==> src/rtl/lho_pkg.sv <==
package lho_pkg;
    typedef enum logic [1:0] {
        RGN_FIXED = 2'd0,
        RGN_FOLD  = 2'd1,
        RGN_FLOOR = 2'd2
    } region_e;
endpackage

==> src/rtl/lho_dither.sv <==
module lho_dither #(
    parameter int DITH_AMP = 15,
    parameter int DITH_DIV = 2,
    parameter int OFS_W    = 6
) (
    input  logic                    clk_i,
    input  logic                    rst_ni,
    input  logic                    clr_i,
    input  logic                    step_i,
    output logic signed [OFS_W-1:0] ofs_o
);
    localparam int DIV_W = (DITH_DIV > 1) ? $clog2(DITH_DIV) : 1;
    localparam logic signed [OFS_W-1:0] TOP_M1 = OFS_W'(DITH_AMP - 1);
    localparam logic signed [OFS_W-1:0] BOT_P1 = OFS_W'(1 - DITH_AMP);
    localparam logic signed [OFS_W-1:0] ONE    = OFS_W'(1);
    localparam logic [DIV_W-1:0]        DIV_LAST = DIV_W'(DITH_DIV - 1);

    typedef struct packed {
        logic signed [OFS_W-1:0] ofs;
        logic                    down;
        logic [DIV_W-1:0]        div;
    } dith_t;

    dith_t st_d, st_q;

    always_comb begin
        st_d = st_q;
        if (clr_i) begin
            st_d = '0;
        end else if (step_i) begin
            if (st_q.div == DIV_LAST) begin
                st_d.div = '0;
                if (!st_q.down) begin
                    st_d.ofs = st_q.ofs + ONE;
                    if (st_q.ofs == TOP_M1) st_d.down = 1'b1;
                end else begin
                    st_d.ofs = st_q.ofs - ONE;
                    if (st_q.ofs == BOT_P1) st_d.down = 1'b0;
                end
            end else begin
                st_d.div = st_q.div + DIV_W'(1);
            end
        end
    end

    always_ff @(posedge clk_i or negedge rst_ni) begin
        if (!rst_ni) st_q <= '0;
        else         st_q <= st_d;
    end

    assign ofs_o = st_q.ofs;

    AST_DITHER_BOUND: assert property (@(posedge clk_i) disable iff (!rst_ni)
        (st_q.ofs <= OFS_W'(DITH_AMP)) && (st_q.ofs >= -OFS_W'(DITH_AMP)));
    AST_DITHER_HOLD: assert property (@(posedge clk_i) disable iff (!rst_ni)
        (!step_i && !clr_i) |=> $stable(st_q.ofs));
endmodule

==> src/rtl/lho_load_map.sv <==
module lho_load_map
    import lho_pkg::*;
#(
    parameter int CODE_W       = 8,
    parameter int CNT_W        = 16,
    parameter int OFS_W        = 6,
    parameter int NOM_PERIOD   = 238,
    parameter int FLOOR_PERIOD = 18182,
    parameter int HI_CODE      = 179,
    parameter int LO_CODE      = 51
) (
    input  logic [CODE_W-1:0]       code_i,
    input  logic signed [OFS_W-1:0] ofs_i,
    output logic [CNT_W-1:0]        per_o,
    output region_e                 rgn_o
);
    localparam int PROD_W = CNT_W + CODE_W;
    localparam logic [CNT_W-1:0]  NOM_V   = CNT_W'(NOM_PERIOD);
    localparam logic [CNT_W-1:0]  FLOOR_V = CNT_W'(FLOOR_PERIOD);
    localparam logic [PROD_W-1:0] DELTA_V = PROD_W'(FLOOR_PERIOD - NOM_PERIOD);
    localparam logic [PROD_W-1:0] SPAN_V  = PROD_W'(HI_CODE - LO_CODE);
    localparam logic [CODE_W-1:0] HI_V    = CODE_W'(HI_CODE);
    localparam logic [CODE_W-1:0] LO_V    = CODE_W'(LO_CODE);

    logic [CODE_W-1:0] diff;
    logic [PROD_W-1:0] prod;
    logic [CNT_W-1:0]  ofs_ext;

    always_comb begin
        diff    = code_i - LO_V;
        prod    = DELTA_V * PROD_W'(diff);
        ofs_ext = CNT_W'(ofs_i);
        if (code_i >= HI_V) begin
            rgn_o = RGN_FIXED;
            per_o = NOM_V + ofs_ext;
        end else if (code_i >= LO_V) begin
            rgn_o = RGN_FOLD;
            per_o = FLOOR_V - CNT_W'(prod / SPAN_V);
        end else begin
            rgn_o = RGN_FLOOR;
            per_o = FLOOR_V;
        end
    end

    initial begin
        assert (HI_CODE > LO_CODE && FLOOR_PERIOD > NOM_PERIOD);
    end
endmodule

==> src/rtl/lho_period_ctr.sv <==
module lho_period_ctr #(
    parameter int CNT_W   = 16,
    parameter int RST_PER = 238
) (
    input  logic             clk_i,
    input  logic             rst_ni,
    input  logic             en_i,
    input  logic [CNT_W-1:0] tgt_per_i,
    input  logic             tgt_sb_i,
    output logic             take_o,
    output logic             start_o,
    output logic [CNT_W-1:0] per_o,
    output logic             sb_o
);
    typedef struct packed {
        logic             run;
        logic [CNT_W-1:0] cnt;
        logic [CNT_W-1:0] per;
        logic             sb;
        logic             start;
    } ctr_t;

    ctr_t st_d, st_q;

    always_comb begin
        st_d       = st_q;
        st_d.start = 1'b0;
        take_o     = en_i && (!st_q.run || (st_q.cnt == st_q.per - CNT_W'(1)));
        if (!en_i) begin
            st_d.run = 1'b0;
            st_d.cnt = '0;
        end else if (take_o) begin
            st_d.run   = 1'b1;
            st_d.cnt   = '0;
            st_d.per   = tgt_per_i;
            st_d.sb    = tgt_sb_i;
            st_d.start = 1'b1;
        end else begin
            st_d.cnt = st_q.cnt + CNT_W'(1);
        end
    end

    always_ff @(posedge clk_i or negedge rst_ni) begin
        if (!rst_ni) begin
            st_q     <= '0;
            st_q.per <= CNT_W'(RST_PER);
        end else begin
            st_q <= st_d;
        end
    end

    assign start_o = st_q.start;
    assign per_o   = st_q.per;
    assign sb_o    = st_q.sb;

    AST_START_ONE_CLK: assert property (@(posedge clk_i) disable iff (!rst_ni)
        st_q.start |=> !st_q.start);
    AST_NO_START_OFF: assert property (@(posedge clk_i) disable iff (!rst_ni)
        !en_i |=> !st_q.start);
    AST_PERIOD_HELD: assert property (@(posedge clk_i) disable iff (!rst_ni)
        !st_q.start |-> ($stable(st_q.per) && $stable(st_q.sb)));
    AST_CNT_IN_RANGE: assert property (@(posedge clk_i) disable iff (!rst_ni)
        st_q.run |-> (st_q.cnt < st_q.per));
endmodule

==> src/rtl/load_hop_osc.sv <==
module load_hop_osc
    import lho_pkg::*;
#(
    parameter int CODE_W       = 8,
    parameter int CNT_W        = 16,
    parameter int NOM_PERIOD   = 238,
    parameter int FLOOR_PERIOD = 18182,
    parameter int DITH_AMP     = 15,
    parameter int DITH_DIV     = 2,
    parameter int HI_CODE      = 179,
    parameter int LO_CODE      = 51
) (
    input  logic              clk_i,
    input  logic              rst_ni,
    input  logic              en_i,
    input  logic [CODE_W-1:0] load_code_i,
    output logic              cycle_start_o,
    output logic [CNT_W-1:0]  period_o,
    output logic              deep_standby_o
);
    localparam int OFS_W = $clog2(DITH_AMP + 1) + 1;

    logic signed [OFS_W-1:0] ofs;
    logic [CNT_W-1:0]        tgt_per;
    region_e                 rgn;
    logic                    take;

    lho_dither #(
        .DITH_AMP (DITH_AMP),
        .DITH_DIV (DITH_DIV),
        .OFS_W    (OFS_W)
    ) u_dither (
        .clk_i  (clk_i),
        .rst_ni (rst_ni),
        .clr_i  (!en_i),
        .step_i (take && (rgn == RGN_FIXED)),
        .ofs_o  (ofs)
    );

    lho_load_map #(
        .CODE_W       (CODE_W),
        .CNT_W        (CNT_W),
        .OFS_W        (OFS_W),
        .NOM_PERIOD   (NOM_PERIOD),
        .FLOOR_PERIOD (FLOOR_PERIOD),
        .HI_CODE      (HI_CODE),
        .LO_CODE      (LO_CODE)
    ) u_map (
        .code_i (load_code_i),
        .ofs_i  (ofs),
        .per_o  (tgt_per),
        .rgn_o  (rgn)
    );

    lho_period_ctr #(
        .CNT_W   (CNT_W),
        .RST_PER (NOM_PERIOD)
    ) u_ctr (
        .clk_i     (clk_i),
        .rst_ni    (rst_ni),
        .en_i      (en_i),
        .tgt_per_i (tgt_per),
        .tgt_sb_i  (rgn == RGN_FLOOR),
        .take_o    (take),
        .start_o   (cycle_start_o),
        .per_o     (period_o),
        .sb_o      (deep_standby_o)
    );

    AST_STANDBY_FLOOR: assert property (@(posedge clk_i) disable iff (!rst_ni)
        deep_standby_o |-> (period_o == CNT_W'(FLOOR_PERIOD)));
endmodule

==> config.mk <==
export PLATFORM = sky130hd
export DESIGN_NAME = load_hop_osc
export DESIGN_NICKNAME = d
export VERILOG_FILES = /design/src/rtl/lho_pkg.sv /design/src/rtl/lho_dither.sv /design/src/rtl/lho_load_map.sv /design/src/rtl/lho_period_ctr.sv /design/src/rtl/load_hop_osc.sv
export SDC_FILE = /design/constraint.sdc
export NUM_CORES = 1
export LEC_CHECK = 0
export ABC_CLOCK_PERIOD_IN_PS = 4400
export BUFFER_PORTS_ARGS = -buffer_cell sky130_fd_sc_hd__buf_2
export CAP_MARGIN = 10
export CORE_MARGIN = 2
export CORE_UTILIZATION = 62
export CTS_BUF_LIST = sky130_fd_sc_hd__clkbuf_2 sky130_fd_sc_hd__clkbuf_4 sky130_fd_sc_hd__clkbuf_8
export CTS_CLUSTER_DIAMETER = 40
export DETAILED_ROUTE_END_ITERATION = 16
export GPL_TIMING_DRIVEN = 0
export PLACE_DENSITY = 0.81
export REMOVE_ABC_BUFFERS = 1
export SYNTH_ARGS = -nofsm -noshare
export SYNTH_HDL_FRONTEND = slang
export SYNTH_SLANG_ARGS = --single-unit
export TNS_END_PERCENT = 50
==> constraint.sdc <==
create_clock -name clk_i -period 4.4 [get_ports clk_i]
set_input_delay 0.44 -clock clk_i [delete_from_list [all_inputs] [get_ports clk_i]]
set_output_delay 0.44 -clock clk_i [all_outputs]
set_load 0.02 [all_outputs]
Word level (Yosys, flattened, before mapping)
Index checks and enable logic that the tools add are counted.
{"block": "totals", "regBits": 42, "out_inout_bits": 18, "input_bits": 11, "elab_cells": 49}
{"block": "classes", "reduce_logical": 7, "n_mux": 16, "n_addsub": 8, "n_eq_ne": 7, "order_cmp": 2, "n_mul": 1}
{"operator": "$mux 16", "count": 3}
{"operator": "$mul 12x8->20 const A", "count": 1}
{"operator": "$mux 17", "count": 1}
{"operator": "$add 16x1->16 const B", "count": 1}
{"operator": "$eq 16x16->1", "count": 1}
{"operator": "$sub 15x16->16 const A", "count": 1}
{"operator": "$sub 16x1->16 const B", "count": 1}
{"operator": "$mux 7", "count": 2}
{"operator": "$mux 6", "count": 2}
{"operator": "$add 9x5->10 const A", "count": 1}
{"operator": "$eq 5x5->1 const B", "count": 2}
{"operator": "$ge 8x6->1 const B", "count": 1}
{"operator": "$ge 8x8->1 const B", "count": 1}
{"operator": "$sub 8x6->8 const B", "count": 1}
{"operator": "$mux 1", "count": 6}
{"operator": "$ne 2x1->1 const B", "count": 3}
{"operator": "$add 5x2->5 const B", "count": 1}
{"operator": "$sub 5x2->5 const B", "count": 1}
{"operator": "$mux 2", "count": 2}
{"operator": "$reduce_and 2->1", "count": 2}
{"operator": "$eq 2x2->1 const B", "count": 1}
{"operator": "$logic_and 1x1->1", "count": 2}
{"operator": "$logic_not 2->1", "count": 1}
{"operator": "$add 1x1->1 const B", "count": 1}
{"operator": "other kinds (2)", "count": 2}

Logic depth before layout (Yosys ltp)
Gate-level depths: netlist of run 1.
{"block": "depth", "ltp_word": 7, "depth_mapped": 20, "ltp_nobuf": 19}

Cells and area by module
Synthesis of run 1 repeated with hierarchy kept, for this count alone.
{"block": "hier_totals", "cells_unflattened": 566, "hier_area_um2": 4869.7}
{"module": "lho_period_ctr", "n_inst": 1, "area_each_um2": 2303.5, "cells_per_inst": 245, "seq_area_each_um2": 883.3}
{"module": "lho_load_map", "n_inst": 1, "area_each_um2": 2029.4, "cells_per_inst": 263, "seq_area_each_um2": 0.0}
{"module": "lho_dither", "n_inst": 1, "area_each_um2": 514.2, "cells_per_inst": 55, "seq_area_each_um2": 175.2}
{"module": "load_hop_osc", "n_inst": 1, "area_each_um2": 22.5, "cells_per_inst": 3, "seq_area_each_um2": 0.0}

Least setup slack after synthesis of run 1
Ideal clock, no wire load.
{"block": "synth_timing", "path_type": "input port to flip-flop", "startpoint": "input port load_code_i[0]", "endpoint": "register u_ctr.st_q (netlist bit u_ctr.per_o[14])", "path_buffers": 1, "setup_ns": 0.076, "t_arrival_ns": 5.054, "path_stages": 19, "slack_ns": -0.731, "path_cell_list": "ha_1 nor3_1 nand3b_1 xor2_1 xnor2_1 ha_1 fa_1 fa_1 ha_1 and2_1 clkbuf_1 o211a_1 a211oi_1 xnor2_1 nor4_2 o2111ai_1 xnor2_1 maj3_1 o21ai_1"}
{"block": "synth_via", "elab_chain_cells": 5, "elab_cells_between_ends": 7, "cone_classes": "add/sub (2); mul (1); order compare (2); mux (2)"}
{"item": "from (decl)", "line_no": "load_hop_osc.sv:16", "source": "input logic [CODE_W-1:0] load_code_i,"}
{"item": "$sub 8x6->8", "line_no": "lho_load_map.sv:30", "source": "diff = code_i - LO_V;"}
{"item": "$mul 12x8->20", "line_no": "lho_load_map.sv:31", "source": "prod = DELTA_V * PROD_W'(diff);"}
{"item": "$sub 15x16->16", "line_no": "lho_load_map.sv:38", "source": "per_o = FLOOR_V - CNT_W'(prod / SPAN_V);"}
{"item": "$mux 16", "line_no": "lho_load_map.sv:36", "source": "end else if (code_i >= LO_V) begin"}
{"item": "$mux 16 (*)", "line_no": "lho_load_map.sv:33", "source": "if (code_i >= HI_V) begin"}
{"item": "to (signal assigned)", "line_no": "lho_period_ctr.sv:48", "source": "st_q <= st_d;"}
{"item": "to (decl)", "line_no": "lho_period_ctr.sv:23", "source": "ctr_t st_d, st_q;"}
Every way passes the cells marked *; elsewhere a longest branch is shown, timed or not.
A chain may end at the register's enable or synchronous reset.

Final worst setup path of run 1
{"block": "layout_timing", "startpoint": "input port load_code_i[1]", "endpoint": "register u_ctr.st_q (netlist bit u_ctr.per_o[15])"}
The elaborated chain is that of the path after synthesis.

==> impl_metrics.py, run 1 <==
metrics = {
    "critical_path": {
        "start_kind": "input port",
        "endpoint_kind": "flip-flop",
        "critPathArrivalTime_ps": 4900,
        "crit_required_ps": 4540,
        "path_max_fanout": 5,
        "crit_type": "in -> reg",
    },
    "clocking": {
        "cts_root_buf": "clkbuf_8",
        "clk_pin_slew_ps": 80,
        "htreeDepth": 2,
        "cts_buffer_depth": 2,
        "cts_tree": "done",
        "clkSinkCount": 42,
        "cts_buffers": 5,
        "worstSkewPairLatency_ps": 300,
        "postCtsHoldBufs": 0,
    },
    "die": {
        "num_rows": 31,
        "die_h_um": 89.62,
        "io_pins": 29,
        "chipWidth_um": 89.62,
        "die-area_um2": 8031,
        "coreArea_um2": 7176,
        "initial_core_util_pct": 63.33,
    },
    "outcome": {
        "outcome": "finished, violations left",
        "violations": "negative setup slack",
    },
    "logic_synthesis": {
        "synth_top_area_share_pct": 19.82,
        "synth_top_cells_by_area": "dfrtp_1 20%, ha_1 13%, xnor2_1 8.7%",
        "yosysSeqAreaShare_pct": 23.29,
        "syn_inst": 527,
        "yosys_warnings": 0,
        "syn_area_um2": 4544,
        "ys_seq_elements": 42,
        "synth_common_cells": "48 x nand2_1, 46 x ha_1, 45 x xnor2_1, 43 x nor2_1, 36 x dfrtp_1",
        "synthFlopType": "dfrtp_1",
        "synth_top_area_cell": "dfrtp_1",
        "synth_edf_count": 0,
        "yosys.cell_count.top_type": "nand2_1",
        "async_flop_share_pct": 100.0,
        "synthDistinctLibCells": 73,
        "avgSynthCellArea_um2": 8.623,
    },
    "place": {
        "port_buffers": 28,
        "gp_congestion": 0.8817,
        "dpl.hpwl_um": 7691,
        "dp_slack_ps": -1504,
    },
    "global_route": {
        "grt_pass1_wl_um": 17690,
        "grt_max_degree": 43,
        "grt_usage_pct": 27.96,
        "grt_pass1_vias": 3880,
        "overflow": 0,
        "antenna_found_initial": 0,
    },
    "layout": {
        "drive_gt1_share_pct": 25.89,
        "multi_input_area_um2": 3674,
        "syn2layout_area_growth_pct": 19.63,
        "final_nets": 624,
        "fillers": 487,
        "seq_area_um2": 1059,
        "diodes": 0,
    },
    "power_and_ir_drop": {
        "p_switching_mw": 1.614,
        "max-vdd-ir-drop_uv": 547.4,
        "p_sw_share_pct": 46.98,
        "combPwrFrac_pct": 75.3,
        "cellPowerDensity_nw_per_um2": 631.9,
        "pwr-share-clk_pct": 7.3,
        "power_frac_seq_pct": 17.4,
        "p_int_mw": 1.821,
        "power_mw": 3.435,
        "leakage_nw": 2.388,
    },
    "sta": {
        "min_period_over_period_pct": 108.2,
        "setup_violations": 8,
        "worstMarginPinSlew_ps": 1134,
        "rsz0062_at_grt": "yes",
        "final_hold_viol_count": 0,
        "fin_ws_ps": -361.9,
        "slew_violations": 0,
        "fmax_mhz": 210.0,
        "worst_hold_slack_ps": 276.2,
        "finClkSkew_ps": 8.648,
        "relSlewSlack_pct": 24.30,
        "fin_crit_ps": 4762,
    },
    "min_path": {
        "hold_path.class": "in -> async",
    },
    "detailed_routing": {
        "viasPerCell": 6.093,
        "drtPass1Iterations": 5,
        "vias": 4015,
        "ant_nets": 0,
        "wl_per_cell_um": 16.96,
        "route.detailed.drc": 0,
        "finalWirelength_um": 11180,
        "drtIter0Drc": 264,
    },
    "flow_run": {
        "cap_viol_max_count": 0,
    },
}
[cells in the final DEF, fill, tap and decap left out, types with 4 or more instances in the layout]
| master | count |
|---|---|
| nand4b_1 | 4 |
| ha_1 | 35 |
| nand2b_1 | 4 |
| nor4_1 | 4 |
| nand2_1 | 48 |
| nor2_1 | 41 |
| xor2_1 | 26 |
| inv_1 | 21 |
| dfstp_2 | 6 |
| buf_2 | 26 |
| o211ai_1 | 6 |
| buf_4 | 30 |
| dfrtp_1 | 36 |
| o21ai_0 | 13 |
| a21oi_1 | 15 |
| o21ai_1 | 5 |
| xnor2_2 | 7 |
| clkbuf_8 | 5 |
| a21o_1 | 6 |
| and3_1 | 7 |
| nand4_1 | 7 |
| fa_1 | 7 |
| xnor2_1 | 35 |
| nor2b_1 | 5 |
| xor2_2 | 6 |
| nor3_1 | 7 |
| ha_4 | 10 |
| nand3_1 | 27 |
[stage by stage]
| step | TNS [ps] | std cells | util, % | instance area (um2) |
|---|---|---|---|---|
| 2_1_floorplan | -5040 | 492 | - | 4343 |
| 3_3_place_gp | -11440 | 619 | 64.20 | 4607 |
| 3_5_place_dp | -13000 | 619 | 64.20 | 4607 |
| 4_1_cts | -1241 | 649 | 72.75 | 5220 |
| 5_1_grt | -3432 | 659 | 75.76 | 5436 |
| 6_report | -1843 | 659 | 75.76 | 5436 |
[per-layer routing]
metal  vias up  GRT usage (%)  part of all wire (%)
met3        34          2.742                   3.4
met1      1944          33.87                    40
met4         0          13.84                   3.7
met2       119          49.40                    53
met5         -              0                     0
li1       1918              -                     -
[registers in the layout (all words and copies together), names as in the netlist]
signal          flops
u_ctr.per_o        16
u_dither.ofs_o      5
u_ctr.st_q         17
u_ctr.sb_o          1
u_ctr.start_o       1
u_dither.st_q       2
[worst max-delay path, cell delays in order]
cell	delay [ps]
buf_8	100
ha_4	160
nor3_4	180
nand3b_1	200
xor2_2	160
buf_6	170
xor2_4	180
fa_1	440
inv_1	100
fa_2	460
ha_4	180
or4b_1	500
a21o_1	180
o221ai_2	180
o21bai_4	150
nand4b_1	240
o211a_1	330
or3_4	340
a21oi_2	130
o31ai_1	80
[power by group through the flow]
stage | Combinational, mW | Clock, mW | Sequential (mW)
finish | 2.59 | 0.251 | 0.598
global route | 2.78 | 0.274 | 0.608
CTS | 2.25 | 0.253 | 0.595
detailed placement | 1.79 | 0 | 0.602
global placement | 1.72 | 0 | 0.600
floorplan | 1.33 | 0 | 0.645
[final timing paths]
path                           startpoint                end  slack, ps  cells past startpoint
setup / recovery           load_code_i[1]    u_ctr.per_o[15]       -360                     20
hold / removal                     rst_ni     u_ctr.st_q[24]        280                      1
setup reg to reg           u_ctr.per_o[0]     u_ctr.per_o[2]        830                     10
hold reg to reg                u_ctr.sb_o         u_ctr.sb_o        500                      2
max in group asynchronous          rst_ni  u_dither.ofs_o[3]       3530                      1
min in group clk_i                   en_i     u_ctr.st_q[34]        310                      1
[timing repair]
action | in CTS | in global routing
resized for setup | 65 | 22
gates cloned | 0 | 0
pin swaps | 32 | 13
endpoints found under the setup margin | 12 | 10
buffers inserted | 22 | 9
[cells by family after synthesis]
family / synth area share, %
buffers and inverters: 6.332
AOI/OAI and AO/OA: 13.88
xor gates and xnor gates: 15.03
muxes: 1.184
adders and majority gates: 17.29
DFF: 23.29
and+or+nand+nor: 22.99
[layout make-up]
class                           count  area share [%]
Clock inverter                      2          0.1841
Sequential cell                    42           19.47
Tap cell                           99           2.278
Clock buffer                        6           1.404
Inverter                           23           1.588
Multi-Input combinational cell    427           67.57
Timing Repair Buffer               60           7.503
(Power assumes the default switching activity.)
==> inputs of run 2 (changes only) <==
--- a/config.mk
+++ b/config.mk
@@ -9,12 +9,12 @@
 export BUFFER_PORTS_ARGS = -buffer_cell sky130_fd_sc_hd__buf_2
 export CAP_MARGIN = 10
 export CORE_MARGIN = 2
-export CORE_UTILIZATION = 62
+export CORE_UTILIZATION = 66
 export CTS_BUF_LIST = sky130_fd_sc_hd__clkbuf_2 sky130_fd_sc_hd__clkbuf_4 sky130_fd_sc_hd__clkbuf_8
 export CTS_CLUSTER_DIAMETER = 40
 export DETAILED_ROUTE_END_ITERATION = 16
 export GPL_TIMING_DRIVEN = 0
-export PLACE_DENSITY = 0.81
+export PLACE_DENSITY = 0.86
 export REMOVE_ABC_BUFFERS = 1
 export SYNTH_ARGS = -nofsm -noshare
 export SYNTH_HDL_FRONTEND = slang
==> run 2 against run 1 <==
Compared with the run above:
- the flow still finishes with violations (negative setup slack)
- first-iteration DRC count is 5.3% lower
- routed wire length is 11% higher
- worst hold slack worse by 11 ps
- final cell count is 3.2% lower
- total power is 0.63% higher
- critical path depth is 2 higher
- design area is 1.1% lower
- via count is 5.9% higher
- core utilization is 4.2 points higher
- largest power group unchanged
==> impl_metrics.py, run 2 (synthesis results as in run 1) <==
metrics = {
    "outcome": {
        "outcome": "finished, violations left",
        "violations": "negative setup slack",
    },
    "critical_path": {
        "start_kind": "input port",
        "path_max_fanout": 5,
        "timing.rr.end": "u_ctr.per_o[7]",
        "reg2regPathDepth": 10,
        "crit_required_ps": 4620,
        "r2r_slack_ps": 690,
        "critPathArrivalTime_ps": 5050,
        "crit_type": "in -> reg",
        "endpoint_kind": "flip-flop",
        "r2r-start": "u_ctr.per_o[0]",
    },
    "die": {
        "num_rows": 30,
        "initial_core_util_pct": 67.64,
        "die_h_um": 86.98,
        "coreArea_um2": 6719,
        "io_pins": 29,
        "die-area_um2": 7566,
        "chipWidth_um": 86.98,
    },
    "sta": {
        "fin_ws_ps": -433.7,
        "rsz0062_at_grt": "yes",
        "setup_violations": 10,
        "fin_crit_ps": 4834,
        "worstMarginPinSlew_ps": 1219,
        "final_hold_viol_count": 0,
        "finClkSkew_ps": 9.130,
        "min_period_over_period_pct": 109.9,
        "relSlewSlack_pct": 18.61,
        "fmax_mhz": 206.9,
        "finalSetupTns_ps": -3164,
        "slew_violations": 0,
    },
    "clocking": {
        "cts_buffers": 5,
        "cts_buffer_depth": 2,
        "htreeDepth": 2,
        "cts_tree": "done",
        "postCtsHoldBufs": 0,
        "cts_root_buf": "clkbuf_8",
        "clk_pin_slew_ps": 80,
        "clkSinkCount": 42,
        "worstSkewPairLatency_ps": 300,
    },
    "place": {
        "placedInstanceArea_um2": 4583,
        "dp_slack_ps": -1515,
        "port_buffers": 28,
        "dpl.hpwl_um": 7738,
        "gp_congestion": 0.8759,
    },
    "detailed_routing": {
        "drtPass1Iterations": 5,
        "viasPerCell": 6.663,
        "route.detailed.drc": 0,
        "ant_nets": 0,
        "wl_per_cell_um": 19.51,
        "finalWirelength_um": 12450,
        "drtIter0Drc": 250,
        "vias": 4251,
    },
    "layout": {
        "drive_gt1_share_pct": 24.37,
        "layout_common_cells": "48 x nand2_1, 41 x nor2_1, 37 x xnor2_1, 37 x ha_1, 36 x dfrtp_1",
        "fillers": 395,
        "largest_reg_flops": 17,
        "seq_area_um2": 1059,
        "syn2layout_area_growth_pct": 18.28,
        "final_common_cell": "nand2_1",
        "final_area_um2": 5375,
        "final_nets": 622,
        "top_register": "u_ctr.st_q",
        "multi_input_area_um2": 3608,
        "fin_util_pct": 80.00,
        "diodes": 0,
    },
    "power_and_ir_drop": {
        "leakage_nw": 2.400,
        "max-vdd-ir-drop_uv": 558.7,
        "cellPowerDensity_nw_per_um2": 643.1,
    },
    "global_route": {
        "grt_usage_pct": 31.43,
        "overflow": 0,
        "grt_max_degree": 43,
        "antenna_found_initial": 0,
        "grt_pass1_wl_um": 19040,
        "grt_pass1_vias": 4027,
    },
    "min_path": {
        "hold_path.class": "in -> async",
    },
    "flow_run": {
        "cap_viol_max_count": 0,
    },
}
==> run 2: changes by cell type in the layout (fill, tap and decap cells not counted), moves of 2 or more <==
cell / previous run / this run
buf_4: 30 / 27
o21ai_2: 1 / 4
a21oi_1: 15 / 17
a21oi_2: 2 / 0
clkinv_2: 2 / 0
ha_1: 35 / 37
ha_4: 10 / 8
o21ai_1: 5 / 3
or3_1: 2 / 4
or3_4: 2 / 0
xnor2_1: 35 / 37
xnor2_2: 7 / 5
==> run 2: stage by stage <==
step           instances  power (mW)  hold slack [ps]
2_1_floorplan        492       1.976            144.4
4_1_cts              633       3.207            307.3
3_5_place_dp         600       2.378            485.3
6_report             638       3.457            264.9
5_1_grt              638       3.652            320.7
3_3_place_gp         600       2.306            478.8
==> run 2: report_power, final <==
group	internal [mW]	switching (mW)
combinational	1.16	1.37
sequential	0.468	0.132
clock	0.191	0.136
total	1.81	1.64
==> run 2: final cells by class <==
| class | count | share of cell area [%] |
|---|---|---|
| inverter | 23 | 1.606 |
| multi-input combinational | 427 | 67.13 |
| tap | 80 | 1.862 |
| clock buffer | 7 | 1.676 |
| clock inverter | 1 | 0.5587 |
| timing repair buffer | 58 | 7.472 |
| sequential | 42 | 19.69 |
==> run 2: repair_timing <==
item | 4_1_cts | 5_1_grt
resized for setup | 71 | 10
pin swaps | 35 | 12
setup buffers | 25 | 4
endpoints found under the setup margin | 11 | 10
==> run 2: worst max-delay path by stage <==
stage,depth (start not counted),slack [ps],to,from
after floorplan,18,-720,u_ctr.per_o[14],load_code_i[0]
after global placement,19,-1320,u_ctr.per_o[14],load_code_i[0]
after detailed placement,19,-1510,u_ctr.per_o[14],load_code_i[0]
after CTS,20,-250,u_ctr.per_o[15],load_code_i[1]
after global routing,22,-540,u_ctr.per_o[10],load_code_i[1]
final,22,-430,u_ctr.per_o[10],load_code_i[1]
==> run 2: critical path: stages <==
cell and delay [ps]:
buf_8 110, ha_4 170, nor3_4 140, nand3b_1 220, xor2_2 170, buf_6 180
nor2b_4 180, ha_2 180, fa_1 440, fa_1 630, ha_4 230, buf_6 110
o21a_1 120, o22ai_4 240, xor2_2 200, nand3_2 160, nor4_4 340, buf_4 200
nor2_2 40, xnor2_1 120, maj3_2 320, o21ai_2 110
==> run 2: layer usage <==
metal	vias to the layer above	track usage (%)	routed length (um)
li1	1914	-	-
met1	2047	36.90	4853
met2	217	55.79	6274
met3	73	3.791	619
met4	0	16.48	699
met5	-	0	0
